<file path="src/rtl/pll_search_pkg.sv">
package pll_search_pkg;

    localparam int CODE_W  = 4;
    localparam int RATIO_W = 6;
    localparam int LAST_CODE = 14;

    typedef enum logic [3:0] {
        S_IDLE, S_PAD, S_HIGH, S_LOW, S_CODE, S_MSTEP, S_CMP,
        S_NFLOOR, S_NSTEP, S_VCO, S_ROUND, S_FIN
    } srch_state_e;

    // code -> post-divider ratio; the sequence is not monotonic
    function automatic logic [RATIO_W-1:0] code_ratio(input logic [CODE_W-1:0] c);
        case (c)
            4'd0:  code_ratio = 6'd1;
            4'd1:  code_ratio = 6'd2;
            4'd2:  code_ratio = 6'd3;
            4'd3:  code_ratio = 6'd4;
            4'd4:  code_ratio = 6'd5;
            4'd5:  code_ratio = 6'd6;
            4'd6:  code_ratio = 6'd8;
            4'd7:  code_ratio = 6'd10;
            4'd8:  code_ratio = 6'd12;
            4'd9:  code_ratio = 6'd16;
            4'd10: code_ratio = 6'd12;
            4'd11: code_ratio = 6'd16;
            4'd12: code_ratio = 6'd20;
            4'd13: code_ratio = 6'd24;
            4'd14: code_ratio = 6'd32;
            default: code_ratio = 6'd1;
        endcase
    endfunction

endpackage

</file>
<file path="src/rtl/pll_ratio_lut.sv">
module pll_ratio_lut
    import pll_search_pkg::*;
(
    input  logic [CODE_W-1:0]  code_i,
    output logic [RATIO_W-1:0] ratio_o
);
    assign ratio_o = code_ratio(code_i);
endmodule

</file>
<file path="src/rtl/pll_code_map.sv">
module pll_code_map
    import pll_search_pkg::*;
#(
    parameter int W     = 32,
    parameter int R_MIN = 1,
    parameter int R_MAX = 32
) (
    input  logic [W-1:0]      ratio_i,
    output logic [CODE_W-1:0] code_o
);
    logic [W-1:0] clamped;

    always_comb begin
        if (ratio_i < W'(R_MIN))      clamped = W'(R_MIN);
        else if (ratio_i > W'(R_MAX)) clamped = W'(R_MAX);
        else                          clamped = ratio_i;
        // scan downward so the lowest qualifying code wins
        code_o = CODE_W'(LAST_CODE);
        for (int c = LAST_CODE - 1; c >= 0; c--) begin
            if (W'(code_ratio(CODE_W'(c))) >= clamped) code_o = CODE_W'(c);
        end
    end
endmodule

</file>
<file path="src/rtl/pll_search_div.sv">
module pll_search_div #(
    parameter int W = 32
) (
    input  logic         clk,
    input  logic         rst_n,
    input  logic         start_i,
    input  logic [W-1:0] num_i,
    input  logic [W-1:0] den_i,
    output logic         valid_o,
    output logic [W-1:0] quo_o,
    output logic [W-1:0] rem_o
);
    localparam int CNT_W = $clog2(W + 1);

    typedef struct packed {
        logic             busy;
        logic             valid;
        logic [CNT_W-1:0] cnt;
        logic [W-1:0]     acc;
        logic [W-1:0]     quo;
        logic [W-1:0]     den;
        logic [W-1:0]     num;
    } div_t;

    div_t q, d;
    logic [W:0] shifted;
    logic       fits;

    always_comb begin
        d       = q;
        d.valid = 1'b0;
        shifted = {q.acc, q.quo[W-1]};
        fits    = shifted >= {1'b0, q.den};
        if (start_i && !q.busy) begin
            d.busy = 1'b1;
            d.cnt  = CNT_W'(W);
            d.acc  = '0;
            d.quo  = num_i;
            d.num  = num_i;
            d.den  = den_i;
        end else if (q.busy) begin
            d.acc = fits ? W'(shifted - {1'b0, q.den}) : shifted[W-1:0];
            d.quo = {q.quo[W-2:0], fits};
            d.cnt = q.cnt - 1'b1;
            if (q.cnt == CNT_W'(1)) begin
                d.busy  = 1'b0;
                d.valid = 1'b1;
            end
        end
    end

    always_ff @(posedge clk or negedge rst_n) begin
        if (!rst_n) q <= '0;
        else        q <= d;
    end

    assign valid_o = q.valid;
    assign quo_o   = q.quo;
    assign rem_o   = q.acc;

    assert_div_exact_R11: assert property (@(posedge clk) disable iff (!rst_n)
        (q.valid && q.den != '0) |->
        (q.acc < q.den &&
         ({{W{1'b0}}, q.quo} * {{W{1'b0}}, q.den} + {{W{1'b0}}, q.acc}) == {{W{1'b0}}, q.num}));

    assert_div_pulse_R11: assert property (@(posedge clk) disable iff (!rst_n)
        q.valid |=> !q.valid);
endmodule

</file>
<file path="src/rtl/pll_coef_search.sv">
module pll_coef_search
    import pll_search_pkg::*;
#(
    parameter int W       = 32,
    parameter int MW      = 8,
    parameter int NW      = 8,
    parameter int VCO_MIN = 1000000,
    parameter int VCO_MAX = 2064000,
    parameter int CMP_MIN = 12000,
    parameter int CMP_MAX = 38000,
    parameter int M_MIN   = 1,
    parameter int M_MAX   = 255,
    parameter int N_MIN   = 8,
    parameter int N_MAX   = 255,
    parameter int R_MIN   = 1,
    parameter int R_MAX   = 32,
    parameter int PAD_DIV = 50
) (
    input  logic              clk,
    input  logic              rst_n,
    input  logic              start_i,
    input  logic [W-1:0]      req_khz_i,
    input  logic [W-1:0]      ref_khz_i,
    output logic              busy_o,
    output logic              done_o,
    output logic              no_fit_o,
    output logic [MW-1:0]     ref_div_o,
    output logic [NW-1:0]     fb_mul_o,
    output logic [CODE_W-1:0] post_code_o,
    output logic [W-1:0]      freq_err_o
);
    localparam logic [W-1:0] VMIN_L = W'(VCO_MIN);
    localparam logic [W-1:0] VMAX_L = W'(VCO_MAX);

    typedef struct packed {
        srch_state_e         st;
        logic                go;
        logic [W-1:0]        dnum;
        logic [W-1:0]        dden;
        logic [W-1:0]        refk;
        logic [W-1:0]        tgt;
        logic [W-1:0]        pad;
        logic [W-1:0]        vceil;
        logic [W-1:0]        vtgt;
        logic [W-1:0]        n;
        logic [W-1:0]        n_top;
        logic [CODE_W-1:0]   hi;
        logic [CODE_W-1:0]   pl;
        logic [RATIO_W-1:0]  ratio;
        logic [MW:0]         m;
        logic [MW-1:0]       bm;
        logic [NW-1:0]       bn;
        logic [CODE_W-1:0]   bpl;
        logic [W-1:0]        berr;
        logic [MW-1:0]       o_m;
        logic [NW-1:0]       o_n;
        logic [CODE_W-1:0]   o_pl;
        logic [W-1:0]        o_err;
        logic                o_nofit;
        logic                done;
    } srch_t;

    srch_t q, d;

    logic               dv_valid;
    logic [W-1:0]       dv_quo, dv_rem;
    logic [CODE_W-1:0]  mapped_code;
    logic [RATIO_W-1:0] cur_ratio;
    logic [W-1:0]       pad_n, vceil_n, delta;

    pll_search_div #(.W(W)) u_div (
        .clk(clk), .rst_n(rst_n), .start_i(q.go),
        .num_i(q.dnum), .den_i(q.dden),
        .valid_o(dv_valid), .quo_o(dv_quo), .rem_o(dv_rem)
    );

    pll_code_map #(.W(W), .R_MIN(R_MIN), .R_MAX(R_MAX)) u_map (
        .ratio_i(dv_quo), .code_o(mapped_code)
    );

    pll_ratio_lut u_lut (.code_i(q.pl), .ratio_o(cur_ratio));

    always_comb begin
        d       = q;
        d.go    = 1'b0;
        d.done  = 1'b0;
        pad_n   = q.tgt + dv_quo;
        vceil_n = (pad_n > VMAX_L) ? pad_n : VMAX_L;
        delta   = (dv_quo >= q.tgt) ? dv_quo - q.tgt : q.tgt - dv_quo;
        case (q.st)
            S_IDLE: if (start_i) begin
                d.tgt  = req_khz_i << 1;
                d.refk = ref_khz_i;
                d.berr = '1;
                d.bm   = MW'(M_MAX);
                d.bn   = NW'(N_MIN);
                d.bpl  = CODE_W'(R_MIN);
                d.go   = 1'b1;
                d.dnum = req_khz_i << 1;
                d.dden = W'(PAD_DIV);
                d.st   = S_PAD;
            end
            S_PAD: if (dv_valid) begin
                d.pad   = pad_n;
                d.vceil = vceil_n;
                d.go    = 1'b1;
                d.dnum  = vceil_n + pad_n - 1'b1;
                d.dden  = pad_n;
                d.st    = S_HIGH;
            end
            S_HIGH: if (dv_valid) begin
                d.hi   = mapped_code;
                d.go   = 1'b1;
                d.dnum = VMIN_L;
                d.dden = q.pad;
                d.st   = S_LOW;
            end
            S_LOW: if (dv_valid) begin
                d.pl = mapped_code;
                d.st = S_CODE;
            end
            S_CODE: begin
                if (q.pl > q.hi) d.st = S_FIN;
                else begin
                    d.ratio = cur_ratio;
                    d.vtgt  = q.tgt * W'(cur_ratio);
                    d.m     = (MW+1)'(M_MIN);
                    d.st    = S_MSTEP;
                end
            end
            S_MSTEP: begin
                if (q.m > (MW+1)'(M_MAX)) begin
                    d.pl = q.pl + 1'b1;
                    d.st = S_CODE;
                end else begin
                    d.go   = 1'b1;
                    d.dnum = q.refk;
                    d.dden = W'(q.m);
                    d.st   = S_CMP;
                end
            end
            S_CMP: if (dv_valid) begin
                if (dv_quo < W'(CMP_MIN)) begin
                    d.pl = q.pl + 1'b1;
                    d.st = S_CODE;
                end else if (dv_quo > W'(CMP_MAX)) begin
                    d.m  = q.m + 1'b1;
                    d.st = S_MSTEP;
                end else begin
                    d.go   = 1'b1;
                    d.dnum = q.vtgt * W'(q.m);
                    d.dden = q.refk;
                    d.st   = S_NFLOOR;
                end
            end
            S_NFLOOR: if (dv_valid) begin
                d.n     = dv_quo;
                d.n_top = dv_quo + W'(dv_rem != '0);
                if (dv_quo > W'(N_MAX)) begin
                    d.pl = q.pl + 1'b1;
                    d.st = S_CODE;
                end else d.st = S_NSTEP;
            end
            S_NSTEP: begin
                if (q.n > q.n_top || q.n > W'(N_MAX)) begin
                    d.m  = q.m + 1'b1;
                    d.st = S_MSTEP;
                end else if (q.n < W'(N_MIN)) begin
                    d.n = q.n + 1'b1;
                end else begin
                    d.go   = 1'b1;
                    d.dnum = q.refk * q.n;
                    d.dden = W'(q.m);
                    d.st   = S_VCO;
                end
            end
            S_VCO: if (dv_valid) begin
                if (dv_quo >= VMIN_L && dv_quo <= q.vceil) begin
                    d.go   = 1'b1;
                    d.dnum = dv_quo + W'(q.ratio >> 1);
                    d.dden = W'(q.ratio);
                    d.st   = S_ROUND;
                end else begin
                    d.n  = q.n + 1'b1;
                    d.st = S_NSTEP;
                end
            end
            S_ROUND: if (dv_valid) begin
                d.n  = q.n + 1'b1;
                d.st = S_NSTEP;
                if (delta < q.berr) begin
                    d.berr = delta;
                    d.bm   = q.m[MW-1:0];
                    d.bn   = q.n[NW-1:0];
                    d.bpl  = q.pl;
                    if (delta == '0) d.st = S_FIN;
                end
            end
            S_FIN: begin
                d.o_m     = q.bm;
                d.o_n     = q.bn;
                d.o_pl    = q.bpl;
                d.o_err   = q.berr;
                d.o_nofit = (q.berr == '1);
                d.done    = 1'b1;
                d.st      = S_IDLE;
            end
            default: d.st = S_IDLE;
        endcase
    end

    always_ff @(posedge clk or negedge rst_n) begin
        if (!rst_n) q <= '0;
        else        q <= d;
    end

    assign busy_o      = (q.st != S_IDLE);
    assign done_o      = q.done;
    assign no_fit_o    = q.o_nofit;
    assign ref_div_o   = q.o_m;
    assign fb_mul_o    = q.o_n;
    assign post_code_o = q.o_pl;
    assign freq_err_o  = q.o_err;

    assert_done_pulse_R9: assert property (@(posedge clk) disable iff (!rst_n)
        done_o |=> !done_o);

    assert_result_hold_R9: assert property (@(posedge clk) disable iff (!rst_n)
        !$stable({ref_div_o, fb_mul_o, post_code_o, freq_err_o, no_fit_o}) |-> done_o);

    assert_start_ignored_R10: assert property (@(posedge clk) disable iff (!rst_n)
        (busy_o && start_i) |=> (q.tgt == $past(q.tgt) && q.refk == $past(q.refk)));

    assert_legal_pick_R5: assert property (@(posedge clk) disable iff (!rst_n)
        (done_o && !no_fit_o) |->
        (fb_mul_o >= NW'(N_MIN) && fb_mul_o <= NW'(N_MAX) &&
         ref_div_o >= MW'(M_MIN) && ref_div_o <= MW'(M_MAX)));

    assert_nofit_default_R8: assert property (@(posedge clk) disable iff (!rst_n)
        (done_o && no_fit_o) |->
        (ref_div_o == MW'(M_MAX) && fb_mul_o == NW'(N_MIN) &&
         post_code_o == CODE_W'(R_MIN) && freq_err_o == '1));

    assert_exact_stop_R7: assert property (@(posedge clk) disable iff (!rst_n)
        (q.st == S_ROUND && dv_valid && delta == '0 && q.berr != '0) |=> (q.st == S_FIN));
endmodule

</file>
<file path="config.mk">
export PLATFORM = sky130hd
export DESIGN_NAME = pll_coef_search
export DESIGN_NICKNAME = d
export VERILOG_FILES = /design/src/rtl/pll_search_pkg.sv /design/src/rtl/pll_ratio_lut.sv /design/src/rtl/pll_code_map.sv /design/src/rtl/pll_search_div.sv /design/src/rtl/pll_coef_search.sv
export SDC_FILE = /design/constraint.sdc
export NUM_CORES = 2
export LEC_CHECK = 0
export BUFFER_PORTS_ARGS = -buffer_cell sky130_fd_sc_hd__buf_2
export CAP_MARGIN = 30
export CORE_MARGIN = 3
export CORE_UTILIZATION = 30
export DETAILED_ROUTE_END_ITERATION = 12
export SETUP_SLACK_MARGIN = 0.02
export SLEW_MARGIN = 0
export SYNTH_ARGS = -nofsm -noshare
export SYNTH_HDL_FRONTEND = slang
export SYNTH_SLANG_ARGS = --single-unit
export TNS_END_PERCENT = 30
</file>
<file path="constraint.sdc">
create_clock -name clk -period 10.54 [get_ports clk]
set_input_delay 1.054 -clock clk [delete_from_list [all_inputs] [get_ports clk]]
set_output_delay 1.054 -clock clk [all_outputs]
set_load 0.05 [all_outputs]
</file>
---- Word-level counts from Yosys, hierarchy flattened ----
Memories as Yosys holds them, arrays and structs flattened.
Index checks and enable logic that the tools add are counted.
operators by class
  bitwise operators ....................... 1
  reduce and logical (&&, ||, !) cells .... 25
  magnitude comparators ................... 28
  muxes and demuxes ....................... 72
  $add $sub $neg .......................... 12
  eq/ne operators ......................... 37
  $mul .................................... 3
operators with widths
  cell                     number
  $pmux W65 S7             1
  $mux W69                 5
  $mux W65                 5
  $mux W32                 10
  $mux W52                 3
  $mux W133                1
  $pmux W32 S4             1
  $pmux W52 S2             1
  $ge A3 B32 Y1 const A    3
  $ge A4 B32 Y1 const A    3
  $ge A5 B32 Y1 const A    3
  $sub A32 B32 Y32         3
  $mux W4                  20
  $mux W72                 1
  $mux W70                 1
  $add A32 B32 Y32         2
  $ge A2 B32 Y1 const A    2
  $gt A32 B8 Y1 const B    2
  $mux W64                 1
  $mux W9                  5
  $pmux W4 S11             1
  $ge A33 B32 Y1           1
  $add A32 B1 Y32          1
  $add A32 B1 Y32 const B  1
  other kinds (53)         101
word-level totals
  ROM bits ................................ 96
  input port bits ......................... 67
  memories kept ........................... 1
  output and inout port bits .............. 55
  logic and storage cells ................. 210
  register bits ........................... 524
memory list
  memory            words  bits a word  rd ports  clocked after memory_dff  wr ports  RTL line              source
  (name not given)  16     6            1         0                         0         pll_search_pkg.sv:14  case (c)

---- Longest topological paths before layout ----
  word-level depth ........................ 18
  mapped depth ............................ 34
  depth with buffers taken out ............ 31

---- Cells and area by module ----
A second synthesis with hierarchy kept.
unflattened totals
  cell total of the unflattened synthesis .. 7562
  area total of the unflattened synthesis .. 63616.0 µm²
modules (own cells, without submodules)
  module           times used  area an instance (µm²)  cells an instance  seq. area each (µm²)
  pll_coef_search  1           56538.0                 6748               10510.1
  pll_search_div   1           6633.9                  751                2602.5
  pll_code_map     1           271.5                   41                 0.0
  pll_ratio_lut    1           172.7                   22                 0.0

---- Least setup slack after synthesis ----
No wires, ideal clock.
  path kind ............................... register to register
  start point ............................. reg u_div.q (netlist bit u_div.quo_o[2])
  end point ............................... reg q[414] in the netlist's numbering
  path slack .............................. 2770 ps
  clock period less this slack ............ 7770 ps
  stages on the path, launching flop included .. 35
  arrival time ............................ 7644 ps
  required time ........................... 10414 ps
  path buffers ............................ 4
  library setup time ...................... 126 ps
  path through ............................ dfrtp_1 > clkbuf_1 > inv_1 > fa_1 > nor2_1 > o311ai_2 > a211oi_1 > o211ai_1 > a2bb2oi_1 > xnor2_1 > nand4b_1 > or3_1 > buf_2 > nor4_1 > and2_1 > clkbuf_1 > clkbuf_1 > nand2_1 > ha_1 > fa_1 > a21o_1 > a21oi_1 > nand2b_1 > a21oi_1 > nor2_1 > a31oi_1 > nor4_1 > a21boi_0 > nor4b_1 > mux2i_1 > o221a_2 > nor4_1 > o211ai_1 > mux2i_1 > a221o_1
between the ends
  word-level cells in the longest chain between the ends .. 7
  elaborated cells on any way between the ends .. 19
  classes of those cells .................. 4 x add/sub; 5 x order compare; 3 x eq/ne; 5 x mux; 2 x reduce/logical
ends and longest elaborated chain
  element                   RTL line                source
  start: declaration        pll_search_div.sv:25    div_t q, d;
  start signal: assignment  pll_search_div.sv:53    if (!rst_n) q <= '0;
  start signal: assignment  pll_search_div.sv:54    else q <= d;
  $add A32 B32 Y32          pll_coef_search.sv:87   pad_n = q.tgt + dv_quo;
  $gt A32 B21 Y1            pll_coef_search.sv:88   vceil_n = (pad_n > VMAX_L) ? pad_n : VMAX_L;
  $mux W32                  pll_coef_search.sv:88
  $add A32 B32 Y32          pll_coef_search.sv:107  d.dnum = vceil_n + pad_n - 1'b1;
  $sub A32 B1 Y32           pll_coef_search.sv:107
  $mux W69                  pll_coef_search.sv:103  S_PAD: if (dv_valid) begin
  $pmux W65 S7              pll_coef_search.sv:90   case (q.st)
  end signal: assignment    pll_coef_search.sv:213  if (!rst_n) q <= '0;
  end signal: assignment    pll_coef_search.sv:214  else q <= d;
  end: declaration          pll_coef_search.sv:63   srch_t q, d;
Parallel ways exist; a longest one is shown, timed or not. The select of a mux whose other input is x is not followed.
A chain may end at the register's enable or synchronous reset.

---- Worst setup path in the final report ----
  start point ............................. reg q[300] in the netlist's numbering
  end point ............................... reg q[414] in the netlist's numbering
between the ends
  word-level cells in the longest chain between the ends .. 7
ends and longest elaborated chain
  element             RTL line
  $add A32 B32 Y32 *  pll_coef_search.sv:87
  $gt A32 B21 Y1      pll_coef_search.sv:88
  $mux W32            pll_coef_search.sv:88
  $add A32 B32 Y32 *  pll_coef_search.sv:107
  $sub A32 B1 Y32 *   pll_coef_search.sv:107
  $mux W69 *          pll_coef_search.sv:103
  $pmux W65 S7 *      pll_coef_search.sv:90
Every way passes the cells marked *; elsewhere a longest branch is shown, timed or not. The select of a mux whose other input is x is not followed.

==> impl_metrics.ini <==
[status]
run_status = finished clean

[cells_and_area]
fin_nets = 8453
instances_no_fill = 10100
syn2layout_area_growth_pct = 9.51
drive_gt1_share_pct = 7.06

[worst_setup_path]
crit_top_cell = nor4_1
end_kind = flop
cp-start-kind = flop
required_ns = 11.09
path_max_fanout = 11
criticalPathCategory = flop to flop
slowest_stage = nor4_1
crit_path_max_incr_delay_ns = 0.65
regToRegSetupSlack_ns = 0.89
crit_arrival_ns = 10.20

[timing]
timing.clock.skew_ns = 0.0222
finalCritPeriodShare_pct = 91.5
slew_viol_final = 0
rsz0062_at_grt = no
relSlewSlack_pct = 13.1
max_freq_mhz = 104
setup_viol = 0
worstMarginPinSlew_ns = 1.30
setup_tns_ns = 0
hold_viol = 0
hold_ws_ns = 0.381
finalCriticalPeriod_ns = 9.65

[logic_synthesis]
synth-edff-count = 0
synth_ff_type = dfrtp_1
synth_common_cells = 1082 x nand2_1, 1002 x inv_1, 691 x fa_1
syn-instance-count = 7377
yosysTopAreaCell = fa_1
yosysTopAreaCellShare_pct = 22.1
ys_warn_count = 0
yosysSeqAreaShare_pct = 21.0
synthArstFlopShare_pct = 100
netlist_area_um2 = 62500
yosysMostFrequentCell = nand2_1
synth.avg_cell_area_um2 = 8.47
yosys.cell_types.count = 105
synthTopCellsByArea = fa_1 22%, dfrtp_1 21%, ha_1 9.1%
ys_seq_elements = 524

[pwr]
ir_drop_v = 0.000110
leakage_nw = 32.0
power_w = 0.00467
p_per_area_nw_per_um2 = 68.3

[cts]
htreeDepth = 3
cts_setup_buffers = 0
ctsResizeCount = 0
cts_buffers = 70
cts.clk_slew.worst_paths_ns = 0.06
clkLatencyLatePin_ns = 0.69
clockRootBuffer = clkbuf_16
clockBufferDepth = 3
cts_tree = built
hold_buffers = 0
cts.sinks = 524

[grt]
grt_pass1_wl_mm = 342
grt_max_degree = 104
gr-total-overflow = 0
grt_antenna_before_repair = 18
grt_usage_pct = 20.7
grt_pass1_vias = 54100

[floorplan]
core.rowCount = 166
start_util_pct = 30.3
io_pins = 122
fp.dieH_um = 462
core_area_um2 = 206000
die_x_um = 462
die_area_um2 = 214000

[routing]
drc_errors = 0
via_per_inst = 5.22
firstDrtPassIters = 7
avgRoutedWirePerCell_um = 22.1
drtIter0Drc = 4851
ant_nets = 0
wl_mm = 222
num_vias = 52600

[placed_design]
hpwl_mm = 175
dp.cells = 9935
port_buffers = 120
gp_congestion = 0.943

[run]
max_cap_violations = 0

[min_path]
hp-class = primary input to async pin
[metal layers]
| layer | track usage, % | wire, um | share of wire, % |
|---|---|---|---|
| met2 | 32.5 | 99300 | 45 |
| met5 | 0 | 0 | 0 |
| met3 | 2.77 | 16100 | 7.3 |
| met1 | 28.0 | 95300 | 43 |
| met4 | 9.99 | 11800 | 5.3 |
[per-stage QoR]
| step | setup slack [ns] | util, % | cell area [um2] |
|---|---|---|---|
| finish | 0.893 | 33.2 | 68400 |
| global route | 0.546 | 33.2 | 68400 |
| CTS | 1.12 | 33.1 | 68200 |
| detailed placement | 1.17 | 32.0 | 65800 |
| global placement | 1.20 | 31.9 | 65600 |
| floorplan | 2.77 | - | 62500 |
[final timing paths]
path | start | cells past startpoint | end
hold / removal | rst_n | 1 | freq_err_o[21]
setup reg to reg | q[300] | 30 | q[414]
setup / recovery | q[300] | 30 | q[414]
min in group clk | post_code_o[3] | 2 | post_code_o[3]
max in group asynchronous | rst_n | 4 | q[184]
hold reg to reg | post_code_o[3] | 2 | post_code_o[3]
[logic make-up (layout without fill, tap and decap cells)]
| group | after synthesis | after routing | share of synthesized area, % |
|---|---|---|---|
| AND/OR/NAND/NOR | 2383 | 2383 | 18.0 |
| buffers and inverters | 1501 | 1410 | 9.40 |
| AO/OA/AOI/OAI | 1416 | 1416 | 14.3 |
| adder cells (fa/ha/maj) | 1143 | 1143 | 31.2 |
| flip-flops | 524 | 524 | 21.0 |
| XOR/XNOR | 304 | 304 | 4.26 |
| multiplexers | 105 | 105 | 1.81 |
| other | 1 | 19 | 0.00600 |
[report_power, final]
group | switching (W) | leakage, nW | internal (W)
Clock | 0.00104 | 1.17 | 0.00152
Sequential | 0 | 6.73 | 0.00201
Combinational | 0.0000734 | 24.1 | 0.0000220
Total | 0.00111 | 32.0 | 0.00356
[state kept, by name, summed over array words and instances (netlist names)]
register / flops
u_div.q: 39
done_o: 1
freq_err_o: 32
u_div.rem_o: 32
post_code_o: 4
u_div.quo_o: 32
fb_mul_o: 8
u_div.valid_o: 1
q: 366
no_fit_o: 1
ref_div_o: 8
[critical path: cells and delay by family, from the launching register on]
family | cells | cell delay [ns]
AND/OR/NAND/NOR | 13 | 4.52
flip-flops | 1 | 0.59
AO/OA/AOI/OAI | 11 | 2.75
buffers and inverters | 1 | 0.11
multiplexers | 2 | 0.38
adder cells (fa/ha/maj) | 3 | 1.19
[layout make-up]
class                           instances  area (um2)
Fill cell                           21300      137000
Multi-Input combinational cell       5360       43600
Sequential cell                       524       13100
Inverter                             1010        3790
Tap cell                             2772        3470
Clock buffer                           99        2020
Timing Repair Buffer                  277        1980
Clock inverter                         24         382
Antenna cell                           10        25.0
[layout by cell type (no fill, tap or decap), types with 14 or more instances in the layout]
cell	count
a211oi_1	34
buf_2	122
nor2b_1	48
xnor2_1	232
clkbuf_8	14
fa_1	691
a221oi_1	27
and3_1	36
buf_4	142
a221o_1	36
clkbuf_16	71
xor2_1	72
nand2_1	1080
or3_1	20
o21ai_0	493
nor4_1	58
mux2_2	48
o211ai_1	43
a21o_1	99
a31oi_1	53
clkbuf_1	14
mux2i_1	55
ha_1	452
a21oi_1	332
dfrtp_1	522
or4_1	14
and2_1	398
o311ai_0	18
o21a_1	32
a222oi_1	26
nand4_1	71
or2_2	14
o21bai_1	28
nand3_1	144
nand2b_1	61
o31ai_1	30
nor2_1	304
nor3_1	78
a22oi_1	17
inv_1	1002
No activity file was read; power rests on OpenSTA's default activity.
